## config.mk

```make
export PLATFORM = sky130hd
export DESIGN_NAME = pt_xlate
export DESIGN_NICKNAME = d
export VERILOG_FILES = /design/src/rtl/pgx_pkg.sv /design/src/rtl/pte_addr_gen.sv /design/src/rtl/pte_judge.sv /design/src/rtl/pt_xlate.sv
export SDC_FILE = /design/constraint.sdc
export NUM_CORES = 1
export LEC_CHECK = 0
export ABC_AREA = 1
export BUFFER_PORTS_ARGS = -buffer_cell sky130_fd_sc_hd__buf_2
export CORE_AREA = 2 2 72 143
export CTS_BUF_LIST = sky130_fd_sc_hd__clkbuf_8
export DETAILED_ROUTE_END_ITERATION = 16
export DIE_AREA = 0 0 74 145
export PLACE_DENSITY = 0.5
export SLEW_MARGIN = 5
export SYNTH_ARGS = -nofsm -noshare
export SYNTH_HDL_FRONTEND = slang
export SYNTH_SLANG_ARGS = --single-unit
export TNS_END_PERCENT = 5
```

## constraint.sdc

```tcl
create_clock -name clk -period 1.6 [get_ports clk]
set_input_delay 0.08 -clock clk [delete_from_list [all_inputs] [get_ports clk]]
set_output_delay 0.08 -clock clk [all_outputs]
set_load 0.01 [all_outputs]
```

## src/rtl/pgx_pkg.sv

```systemverilog
package pgx_pkg;
    localparam int VA_W   = 16;
    localparam int OFF_W  = 12;
    localparam int VPN_W  = VA_W - OFF_W;
    localparam int PFN_W  = 3;
    localparam int PA_W   = PFN_W + OFF_W;
    localparam int PTE_W  = 16;
    localparam int PTE_BYTES_LOG2 = 1;

    localparam int B_PRESENT = 8;
    localparam int B_RDONLY  = 9;
    localparam int B_USED    = 10;
    localparam int B_DIRTY   = 11;
    localparam int B_NOCACHE = 12;

    typedef enum logic [2:0] {
        S_IDLE, S_FETCH, S_FWAIT, S_JUDGE, S_WBACK, S_WWAIT, S_DONE
    } xl_state_e;

    typedef struct packed {
        logic              pg_fault;
        logic              ro_fault;
        logic              need_wb;
        logic              nocache;
        logic [PFN_W-1:0]  pfn;
        logic [PTE_W-1:0]  new_pte;
    } verdict_t;

    function automatic logic [PTE_W-1:0] mark_used(input logic [PTE_W-1:0] pte,
                                                   input logic wr);
        logic [PTE_W-1:0] r;
        r = pte;
        r[B_USED] = 1'b1;
        if (wr) r[B_DIRTY] = 1'b1;
        return r;
    endfunction
endpackage

```

## src/rtl/pte_addr_gen.sv

```systemverilog
module pte_addr_gen
    import pgx_pkg::*;
#(
    parameter int AW = 16
) (
    input  logic [AW-1:0]    base,
    input  logic [VPN_W-1:0] vpn,
    output logic [AW-1:0]    pte_addr
);
    localparam int PAD = AW - VPN_W - PTE_BYTES_LOG2;
    logic [AW-1:0] scaled;
    always_comb begin
        scaled   = {{PAD{1'b0}}, vpn, {PTE_BYTES_LOG2{1'b0}}};
        pte_addr = base + scaled;
    end
endmodule

```

## src/rtl/pte_judge.sv

```systemverilog
module pte_judge
    import pgx_pkg::*;
(
    input  logic [PTE_W-1:0] pte,
    input  logic             is_write,
    output verdict_t         verdict
);
    logic present, ro_hit, ok;
    logic [PTE_W-1:0] upd;
    always_comb begin
        present = pte[B_PRESENT];
        ro_hit  = present && pte[B_RDONLY] && is_write;
        ok      = present && !ro_hit;
        upd     = mark_used(pte, is_write);
        verdict.pg_fault = !present;
        verdict.ro_fault = ro_hit;
        verdict.need_wb  = ok && (upd != pte);
        verdict.nocache  = ok && pte[B_NOCACHE];
        verdict.pfn      = ok ? pte[PFN_W-1:0] : '0;
        verdict.new_pte  = upd;
    end
endmodule

```

## src/rtl/pt_xlate.sv

```systemverilog
module pt_xlate
    import pgx_pkg::*;
#(
    parameter int MEM_AW = 16
) (
    input  logic              clk,
    input  logic              rst,
    input  logic [MEM_AW-1:0] pt_base,
    input  logic              req_valid,
    output logic              req_ready,
    input  logic [VA_W-1:0]   req_vaddr,
    input  logic              req_write,
    output logic              rsp_valid,
    output logic [PA_W-1:0]   rsp_paddr,
    output logic              rsp_uncached,
    output logic              rsp_page_fault,
    output logic              rsp_prot_fault,
    output logic              mem_req_valid,
    input  logic              mem_req_ready,
    output logic              mem_req_we,
    output logic [MEM_AW-1:0] mem_req_addr,
    output logic [PTE_W-1:0]  mem_req_wdata,
    input  logic              mem_rsp_valid,
    input  logic [PTE_W-1:0]  mem_rsp_rdata
);
    xl_state_e         state;
    logic [VA_W-1:0]   vaddr_q;
    logic              wr_q;
    logic [PTE_W-1:0]  pte_q;
    verdict_t          vd_now, vd_q;
    logic [MEM_AW-1:0] ent_addr;

    pte_addr_gen #(.AW(MEM_AW)) u_addr (
        .base     (pt_base),
        .vpn      (vaddr_q[VA_W-1:OFF_W]),
        .pte_addr (ent_addr)
    );

    pte_judge u_judge (
        .pte      (pte_q),
        .is_write (wr_q),
        .verdict  (vd_now)
    );

    always_ff @(posedge clk) begin
        if (rst) begin
            state   <= S_IDLE;
            vaddr_q <= '0;
            wr_q    <= 1'b0;
            pte_q   <= '0;
            vd_q    <= '0;
        end else begin
            unique case (state)
                S_IDLE: if (req_valid) begin
                    vaddr_q <= req_vaddr;
                    wr_q    <= req_write;
                    state   <= S_FETCH;
                end
                S_FETCH: if (mem_req_ready) state <= S_FWAIT;
                S_FWAIT: if (mem_rsp_valid) begin
                    pte_q <= mem_rsp_rdata;
                    state <= S_JUDGE;
                end
                S_JUDGE: begin
                    vd_q  <= vd_now;
                    state <= vd_now.need_wb ? S_WBACK : S_DONE;
                end
                S_WBACK: if (mem_req_ready) state <= S_WWAIT;
                S_WWAIT: if (mem_rsp_valid) state <= S_DONE;
                S_DONE:  state <= S_IDLE;
                default: state <= S_IDLE;
            endcase
        end
    end

    always_comb begin
        req_ready      = (state == S_IDLE);
        mem_req_valid  = (state == S_FETCH) || (state == S_WBACK);
        mem_req_we     = (state == S_WBACK);
        mem_req_addr   = ent_addr;
        mem_req_wdata  = vd_q.new_pte;
        rsp_valid      = (state == S_DONE);
        rsp_page_fault = rsp_valid && vd_q.pg_fault;
        rsp_prot_fault = rsp_valid && vd_q.ro_fault;
        rsp_uncached   = rsp_valid && vd_q.nocache;
        rsp_paddr      = (vd_q.pg_fault || vd_q.ro_fault) ? '0
                         : {vd_q.pfn, vaddr_q[OFF_W-1:0]};
    end

    // a stalled memory request holds its address and direction
    assert_hold_R2: assert property (@(posedge clk) disable iff (rst)
        (mem_req_valid && !mem_req_ready) |=>
        (mem_req_valid && $stable(mem_req_addr) && $stable(mem_req_we)));

    // never both faults on one result
    assert_one_fault_R3: assert property (@(posedge clk) disable iff (rst)
        rsp_valid |-> !(rsp_page_fault && rsp_prot_fault));

    // offset passes through on a hit
    assert_offset_R1: assert property (@(posedge clk) disable iff (rst)
        (rsp_valid && !rsp_page_fault && !rsp_prot_fault) |->
        (rsp_paddr[OFF_W-1:0] == vaddr_q[OFF_W-1:0]));

    // a write-back always changes a present entry
    assert_wb_change_R7: assert property (@(posedge clk) disable iff (rst)
        (mem_req_valid && mem_req_we) |->
        ((mem_req_wdata != pte_q) && pte_q[B_PRESENT]));

    // no new request accepted while memory traffic is in flight
    assert_busy_R9: assert property (@(posedge clk) disable iff (rst)
        mem_req_valid |-> !req_ready);
endmodule

```

==> metrics.md, run 1 <==
| Metric | Value |
|---|---|
| Final Cycle Share | 1.17 |
| Final hold slack | 0.0142 ns |
| Final Wtd Congestion | 0.776 |
| Share of the synthesized area in the top cell type | 0.409 |
| Register bit total from synthesis | 58 |
| Initial antenna violation count | 0 |
| Die Width | 74 um |
| Total gr overflow | 0 |
| NumNets Final | 558 |
| Storage cell area | 1170 um2 |
| Leading register cell type out of synthesis | dfxtp_1 |
| Cells after Synth | 388 |
| Leakage Power | 1.81 nW |
| Largest net degree at the start of global routing | 43 |
| Final Setup Violations | 11 |
| Most frequent cells in the layout | buf_2 (105), nor2_1 (79), dfxtp_1 (54), nand2_1 (41), inv_1 (39) |
| Synth warn | 0 |
| Slowest stage cell, crit path | fa_2 |
| TritonRoute pass-1 iters | 4 |
| Core box area | 9640 um2 |
| Worst path max stage delay | 0.36 ns |
| Crit path max-delay family | adder cells |
| Clock latency on the worst-skew pair | 0.33 ns |
| TritonCTS buffer count | 9 |
| Aggregate routed wire length | 7.88 mm |
| Layout overhead on the synthesized area | 34.3% |
| Vias per cell | 4.50 |
| Syn Nets | 447 |
| Post-DP HPWL | 5.81 mm |
| Boundary Pins | 108 |
| Die footprint | 10700 um2 |
| Max clock buf depth | 2 |
| Setup WS post-layout | -0.271 ns |
| Leading area contributor after synthesis | dfxtp_1 |
| H-Tree Level Count | 3 |
| Fmax | 534 MHz |
| CTS Root Cell | clkbuf_8 |
| Syn avg cell area | 7.31 um2 |
| Xor-xnor portion of the synthesized cell area | 0.0278 |
| Sink Count | 58 |
| All-Layer GR Usage | 0.158 |
| Number of global-route vias before repair | 2911 |
| Detail Route Antenna Nets | 0 |
| Max-Cap Viols | 0 |
| Critical Path RT | 1.52 ns |
| Worst-Margin Slew | 0.394 ns |
| Relative slew slack | 0.737 |
| DRT iter0 DRCs | 80 |
| Hold Vio Cnt, Final | 0 |
| Clock skew | 0.0126 ns |
| DRC Markers | 0 |
| Met3 GRT Util | 0.0285 |
| Slew Viols, Final | 0 |
| Post-Syn Area | 2840 um2 |
| Synth Area in Adders | 0.0247 |
| Cell Rows | 51 |
| HP Class | in -> reg |
| Post-synth EDFFs | 0 |
| First-pass GRT wire length | 13.1 mm |
| Async S/R FF share, synth | 0 |
| Met1 usage | 0.150 |
| Worst Setup End Kind | primary output |
| Die H | 145 um |
| CTS tree | done |
| Maximum vdd drop | 0.000747 V |
| Clk pin slew, worst setup/hold paths | 0.07 ns |
| Failing checks | negative setup slack |
| Startpoint Class | flip-flop |
| Ant. Diodes | 0 |
| Crit path buf inv count | 1 |
| Fillers | 1040 |
| Area fraction in compound gates after synthesis | 0.152 |
| GR Util met2 | 0.308 |
| Largest family of logic cells by synthesized area | simple AND/OR/NAND/NOR gates |
| P per Cell Area | 1330 nW/um2 |
| Total power | 5.07 mW |
| Worst endpoint data arrival time | 1.79 ns |
| Critical path type | reg -> out |
| Commonest non-fill, non-tap cell in the layout | buf_2 |
| Status | finished with violations |
| # port buffers | 105 |
| Global routing's busiest layer | met2 |
| DR WL/cell | 12.4 um |
| Share of cells above drive strength 1 | 0.320 |
| Post-synthesis cell type count | 31 |
| RSZ-0062 raised after global routing | yes |
| Area contributors post-synth | dfxtp_1 (41%), nor2_1 (10%), nand2_1 (6.1%) |
| Minimum clock period | 1.87 ns |
| Post-synthesis mux area share | 0 |
| Post-synthesis sequential area ratio | 0.409 |
| Crit-path cells | ha_4 -> fa_2 -> nand3_2 -> nand2_4 -> and3_4 -> xor2_1 -> buf_2 |
| Vias | 2860 |
| Post-Synth Simple-Gate Area | 0.237 |
| Multi-input gate area | 1340 um2 |
| Initial core utilization | 0.294 |
| Worst-path maximum fanout | 4 |
-- worst reg2reg max path, cell delays in order, from the launching register on --
cell	delay (ns)
dfxtp_2	0.34
inv_1	0.12
nand3_1	0.15
nor2_4	0.27
inv_2	0.22
o21ai_0	0.22
a21oi_1	0.05
-- where the power goes --
group | switching [mW] | total [mW] | internal (mW)
Clock | 0.590 | 1.29 | 0.701
Sequential | 0.146 | 1.90 | 1.76
Combinational | 1.14 | 1.88 | 0.733
Total | 1.88 | 5.07 | 3.19
-- cell usage after synthesis (5+ instances only) --
| library cell | number |
|---|---|
| dfxtp_1 | 58 |
| xor2_1 | 8 |
| nand3_1 | 14 |
| buf_6 | 8 |
| o21ai_1 | 16 |
| a21oi_1 | 29 |
| nor3_1 | 5 |
| o21ai_0 | 27 |
| buf_4 | 18 |
| clkbuf_1 | 6 |
| nor2_1 | 79 |
| nand2_1 | 46 |
| inv_1 | 40 |
-- cell type report --
class	count	area share
well taps	132	0.0433
multi-input cells	252	0.352
clock buffers	9	0.0325
inverters	44	0.0433
flip-flops and latches	58	0.306
clock inverters	6	0.0154
repair buffers	134	0.207
-- stage by stage --
step / TNS (ns) / utilization / cell area (um2) / setup WS (ns) / cells
floorplan: 0 / - / 2840 / 0.0424 / 388
global placement: -0.292 / 0.346 / 3340 / -0.0928 / 600
detailed placement: -0.729 / 0.346 / 3340 / -0.112 / 600
CTS: -2.42 / 0.393 / 3790 / -0.286 / 635
global route: -3.68 / 0.395 / 3810 / -0.355 / 635
finish: -2.03 / 0.395 / 3810 / -0.271 / 635
-- worst paths after layout --
kind,from,end,slack (ns),cells after the start
max,vaddr_q[12],mem_req_addr[7],-0.27,7
min,req_vaddr[11],vaddr_q[11],0.01,3
max reg2reg,state[2],pte_q[1],0.11,6
min reg2reg,vaddr_q[2],vaddr_q[2],0.45,2
-- what timing repair did --
action                     CTS  global route
hold buffers                18             0
pin swaps                    2             4
gates resized for setup     17             7
setup endpoints to repair   25            25
hold endpoints to repair    18             0
buffers inserted             2             0
-- routing by layer --
metal	up-vias	wire length (um)
li1	1445	-
met3	10	384
met2	87	4450
met4	0	138
met5	-	0
met1	1318	2910
-- cell families after synthesis --
kind of cell / after synthesis
and+or+nand+nor: 157
AOI/OAI and AO/OA: 81
buffers and inverters: 78
DFF: 58
xor gates and xnor gates: 9
adders and majority gates: 5
-- sequential cells by signal, summed over array words and instances, names as in the netlist --
| name | count |
|---|---|
| mem_req_wdata | 16 |
| vaddr_q | 16 |
| vd_q | 6 |
| wr_q | 1 |
| state | 3 |
| pte_q | 16 |
No activity file was read; power rests on OpenSTA's default activity.
==> run 2, diff against run 1 <==
--- a/config.mk
+++ b/config.mk
@@ -7,10 +7,10 @@
 export LEC_CHECK = 0
 export ABC_AREA = 1
 export BUFFER_PORTS_ARGS = -buffer_cell sky130_fd_sc_hd__buf_2
-export CORE_AREA = 2 2 72 143
+export CORE_AREA = 2 2 120 87
 export CTS_BUF_LIST = sky130_fd_sc_hd__clkbuf_8
 export DETAILED_ROUTE_END_ITERATION = 16
-export DIE_AREA = 0 0 74 145
+export DIE_AREA = 0 0 122 89
 export PLACE_DENSITY = 0.5
 export SLEW_MARGIN = 5
 export SYNTH_ARGS = -nofsm -noshare
==> metrics.md, run 2 (same netlist as run 1, synthesis figures left out) <==
| Metric | Value |
|---|---|
| Status | finished with violations |
| Failing checks | negative setup slack |
| Reg2Reg Depth | 7 |
| Fillers | 1021 |
| Total gr overflow | 0 |
| TritonCTS buffer count | 9 |
| RSZ-0062 raised after global routing | yes |
| DRC Markers | 0 |
| Worst-path maximum fanout | 4 |
| Critical R2R Launch | state[1] |
| Minimum clock period | 1.87 ns |
| Final Wtd Congestion | 0.848 |
| Clock skew | 0.0102 ns |
| Initial core utilization | 0.296 |
| First-pass GRT wire length | 11.5 mm |
| Startpoint Class | flip-flop |
| Setup WS post-layout | -0.266 ns |
| Boundary Pins | 108 |
| DRT iter0 DRCs | 125 |
| Die Width | 122 um |
| Aggregate routed wire length | 7.57 mm |
| Slew Viols, Final | 0 |
| Clk pin slew, worst setup/hold paths | 0.07 ns |
| Die H | 89 um |
| Hold Vio Cnt, Final | 0 |
| Crit-path cells | ha_4 -> fa_2 -> nand3_2 -> nand2_4 -> buf_4 -> xor2_1 -> buf_2 |
| Critical Path RT | 1.52 ns |
| Share of cells above drive strength 1 | 0.333 |
| Number of global-route vias before repair | 2426 |
| Clock latency on the worst-skew pair | 0.33 ns |
| Detail Route Antenna Nets | 0 |
| Hold Crit Depth | 3 |
| # port buffers | 105 |
| Sink Count | 58 |
| DR WL/cell | 12.1 um |
| Hold path start | req_vaddr[13] |
| Most frequent cells in the layout | buf_2 (105), nor2_1 (77), dfxtp_1 (51), nand2_1 (42), inv_1 (40) |
| Initial antenna violation count | 0 |
| Vias per cell | 4.35 |
| Maximum vdd drop | 0.000546 V |
| Die footprint | 10900 um2 |
| Core box area | 9570 um2 |
| Final Setup Violations | 12 |
| TritonRoute pass-1 iters | 4 |
| Post-place setup slack | -0.0515 ns |
| Dpl cells | 600 |
| Worst path max stage delay | 0.35 ns |
| Worst Setup End Kind | primary output |
| Max-Cap Viols | 0 |
| R2r setup slk | 0.26 ns |
| Fin cells | 627 |
| CTS tree | done |
| CTS Root Cell | clkbuf_8 |
| Commonest non-fill, non-tap cell in the layout | buf_2 |
| Worst endpoint data arrival time | 1.79 ns |
| Post-DP HPWL | 5.49 mm |
| Largest net degree at the start of global routing | 31 |
| P per Cell Area | 1310 nW/um2 |
| Crit path buf inv count | 2 |
| Cell Rows | 30 |
| Critical path type | reg -> out |
| Final Cycle Share | 1.17 |
| Max clock buf depth | 2 |
| Setup_tns | -2.18 ns |
| NumNets Final | 554 |
| Total power | 4.96 mW |
| Slowest stage cell, crit path | fa_2 |
| Vias | 2726 |
| All-Layer GR Usage | 0.136 |
| Worst-Margin Slew | 0.345 ns |
| Hold Path End | vaddr_q[13] |
| Relative slew slack | 0.768 |
| Fmax | 536 MHz |
| Leakage Power | 1.80 nW |
| H-Tree Level Count | 3 |
| Ant. Diodes | 0 |
| Layout overhead on the synthesized area | 33.2% |
| Reg-to-reg critical path endpoint | mem_req_wdata[11] |
| Crit path max-delay family | adder cells |
| HP Class | in -> reg |
| Post-CTS Setup Bufs | 0 |
==> run 2: tightest hold or removal path, delay by kind of cell <==
kind	cells	cell delay [ns]
AOI/OAI and AO/OA	1	0.06
buffers and inverters	1	0.09
and+or+nand+nor	1	0.07
==> run 2: worst max-delay path by stage <==
stage,from,endpoint,slack [ns],cells after the start
finish,vaddr_q[12],mem_req_addr[5],-0.27,7
global route,vaddr_q[12],mem_req_addr[7],-0.37,7
CTS,vaddr_q[12],mem_req_addr[7],-0.27,7
detailed placement,vaddr_q[12],mem_req_addr[7],-0.05,7
global placement,vaddr_q[12],mem_req_addr[7],-0.03,7
floorplan,vaddr_q[12],mem_req_addr[7],0.04,6
==> run 2: what timing repair did <==
item,4_1_cts,5_1_grt
gates resized for setup,15,14
pin swaps,1,4
setup endpoints to repair,18,17
hold endpoints to repair,12,0
hold buffers,12,0
==> run 2: area by class of cell <==
cell class	instances	area [um2]	share of cell area
Multi-Input combinational cell	252	1340	0.355
Clock buffer	11	151	0.0401
Clock inverter	4	20.0	0.00530
Timing Repair Buffer	130	768	0.203
Sequential cell	58	1170	0.310
Tap cell	128	160	0.0424
Inverter	44	165	0.0437
==> run 2: power breakdown <==
| part | leakage (nW) | total, mW | internal (mW) | switching, mW |
|---|---|---|---|---|
| logic | 1.23 | 1.83 | 0.740 | 1.09 |
| clock network | 0.0938 | 1.18 | 0.624 | 0.561 |
| registers | 0.476 | 1.95 | 1.76 | 0.182 |
| total | 1.80 | 4.96 | 3.13 | 1.83 |
==> run 2: through the flow <==
step / hold slack (ns) / instance area [um2] / utilization
floorplan: 0.215 / 2840 / -
global placement: 0.160 / 3390 / 0.354
detailed placement: 0.160 / 3390 / 0.354
CTS: 0.00162 / 3740 / 0.390
global route: 0.0124 / 3780 / 0.395
finish: 0.00601 / 3780 / 0.395
==> run 2: layer usage <==
metal  GRT usage  wire length [um]  vias to the layer above
li1            -                 -                     1439
met5           0                 0                        -
met3      0.0395               351                        7
met4      0.0334                71                        0
met1       0.185              3720                     1228
met2       0.213              3420                       52
==> run 3, diff against run 2 <==
--- a/config.mk
+++ b/config.mk
@@ -7,11 +7,13 @@
 export LEC_CHECK = 0
 export ABC_AREA = 1
 export BUFFER_PORTS_ARGS = -buffer_cell sky130_fd_sc_hd__buf_2
+export CELL_PAD_IN_SITES_DETAIL_PLACEMENT = 1
+export CELL_PAD_IN_SITES_GLOBAL_PLACEMENT = 1
 export CORE_AREA = 2 2 120 87
 export CTS_BUF_LIST = sky130_fd_sc_hd__clkbuf_8
 export DETAILED_ROUTE_END_ITERATION = 16
 export DIE_AREA = 0 0 122 89
-export PLACE_DENSITY = 0.5
+export PLACE_DENSITY = 0.68
 export SLEW_MARGIN = 5
 export SYNTH_ARGS = -nofsm -noshare
 export SYNTH_HDL_FRONTEND = slang
==> metrics.md, run 3 (same netlist as run 1, synthesis figures left out) <==
| Metric | Value |
|---|---|
| DRC Markers | 0 |
| Initial core utilization | 0.296 |
| DRT iter0 DRCs | 75 |
| Status | finished with violations |
| Max-Cap Viols | 0 |
| Initial antenna violation count | 0 |
| Minimum clock period | 1.90 ns |
| First-pass GRT wire length | 13.8 mm |
| All-Layer GR Usage | 0.165 |
| Fmax | 525 MHz |
| Max clock buf depth | 2 |
| Number of global-route vias before repair | 2859 |
| Reg power frac | 0.370 |
| Boundary Pins | 108 |
| Leakage Power | 1.84 nW |
| P per Cell Area | 1360 nW/um2 |
| NumNets Final | 563 |
| Worst-path maximum fanout | 4 |
| Setup WS post-layout | -0.304 ns |
| Ant. Diodes | 0 |
| Detail Route Antenna Nets | 0 |
| Total gr overflow | 0 |
| Final core utilization | 0.407 |
| Die footprint | 10900 um2 |
| Failing checks | negative setup slack |
| # port buffers | 105 |
| Cell Rows | 30 |
| Post-DP HPWL | 6.27 mm |
| Worst-Margin Slew | 0.372 ns |
| Critical Path RT | 1.52 ns |
| Final Setup Violations | 12 |
| Final hold slack | 0.0210 ns |
| CTS tree | done |
| HP Class | in -> reg |
| TritonCTS buffer count | 9 |
| Switching Fraction | 0.365 |
| Relative slew slack | 0.752 |
| Critical path type | reg -> out |
| H-Tree Level Count | 3 |
| Clk pin slew, worst setup/hold paths | 0.06 ns |
| Slowest stage cell, crit path | fa_2 |
| Cell internal pwr | 3.38 mW |
| Sink Count | 58 |
| Fin cells | 636 |
| Logic gate share of total power | 0.359 |
| Final Wtd Congestion | 0.850 |
| Share of cells above drive strength 1 | 0.329 |
| Crit-path cells | ha_4 -> fa_2 -> nand3_4 -> nand2_4 -> and3_4 -> xor2_1 -> buf_2 |
| DR WL/cell | 13.5 um |
| Total power | 5.31 mW |
| Clock latency on the worst-skew pair | 0.34 ns |
| Worst path max stage delay | 0.38 ns |
| Die H | 89 um |
| Dpl cells | 599 |
| Hold Vio Cnt, Final | 0 |
| TritonRoute pass-1 iters | 4 |
| Clock skew | 0.00402 ns |
| Final Cycle Share | 1.19 |
| Switching pwr | 1.94 mW |
| Vias per cell | 4.51 |
| Maximum vdd drop | 0.000613 V |
| Aggregate routed wire length | 8.61 mm |
| Startpoint Class | flip-flop |
| Die Width | 122 um |
| Slew Viols, Final | 0 |
| Worst Setup End Kind | primary output |
| Clock power share | 0.271 |
| Vias | 2869 |
| Core box area | 9570 um2 |
| RSZ-0062 raised after global routing | yes |
| Most frequent cells in the layout | buf_2 (104), nor2_1 (79), dfxtp_1 (51), nand2_1 (42), inv_1 (38) |
| CTS Root Cell | clkbuf_8 |
| Worst endpoint data arrival time | 1.82 ns |
| Largest net degree at the start of global routing | 31 |
| Layout overhead on the synthesized area | 37.5% |
| Commonest non-fill, non-tap cell in the layout | buf_2 |
[run 3: critical path, delay by kind of cell, from the launching register on]
family	cells	cell delay [ns]
adders and majority gates	2	0.54
DFF	1	0.34
and+or+nand+nor	3	0.32
buffers and inverters	1	0.15
xor gates and xnor gates	1	0.14
[run 3: area by class of cell]
| cell class | instances | area [um2] |
|---|---|---|
| inverters | 44 | 165 |
| fillers | 1234 | 5670 |
| repair buffers | 139 | 840 |
| flip-flops and latches | 58 | 1170 |
| well taps | 128 | 160 |
| multi-input cells | 252 | 1360 |
| clock buffers | 9 | 124 |
| clock inverters | 6 | 82.6 |
[run 3: power groups by stage]
stage	Clock (mW)	Sequential [mW]	Combinational [mW]
6_report	1.44	1.97	1.91
5_1_grt	1.57	2.00	2.14
4_1_cts	1.49	1.95	1.88
3_5_place_dp	0	1.97	1.78
3_3_place_gp	0	1.95	1.73
2_1_floorplan	0	1.89	1.38
[run 3: final timing paths]
path / slack (ns) / startpoint / cells past startpoint / endpoint
worst min register to register: 0.45 / vaddr_q[0] / 2 / vaddr_q[0]
worst min-delay path: 0.02 / mem_rsp_rdata[12] / 3 / pte_q[12]
worst max-delay path: -0.30 / vaddr_q[12] / 7 / mem_req_addr[7]
worst max register to register: 0.18 / state[1] / 7 / vd_q[17]
[run 3: what timing repair did]
| item | in CTS | in global routing |
|---|---|---|
| pin swaps | 4 | 3 |
| hold buffers | 21 | 0 |
| gates resized for setup | 19 | 13 |
| hold endpoints to repair | 21 | 0 |
| endpoints found under the setup margin | 17 | 22 |
| buffers inserted | 1 | 0 |
[run 3: layer usage]
metal	GRT usage	up-vias	wire, um
met4	0.0460	0	91
met1	0.204	1346	4050
met3	0.0606	8	406
met5	0	-	0
met2	0.275	60	4070
li1	-	1455	-
[run 3: metrics by stage]
stage	instance area, um2	setup TNS, ns	setup slack, ns
CTS	3860	-3.16	-0.329
detailed placement	3350	-0.212	-0.0789
global placement	3350	-0.0824	-0.0441
global route	3900	-3.97	-0.405
finish	3900	-2.68	-0.304
floorplan	2840	0	0.0424
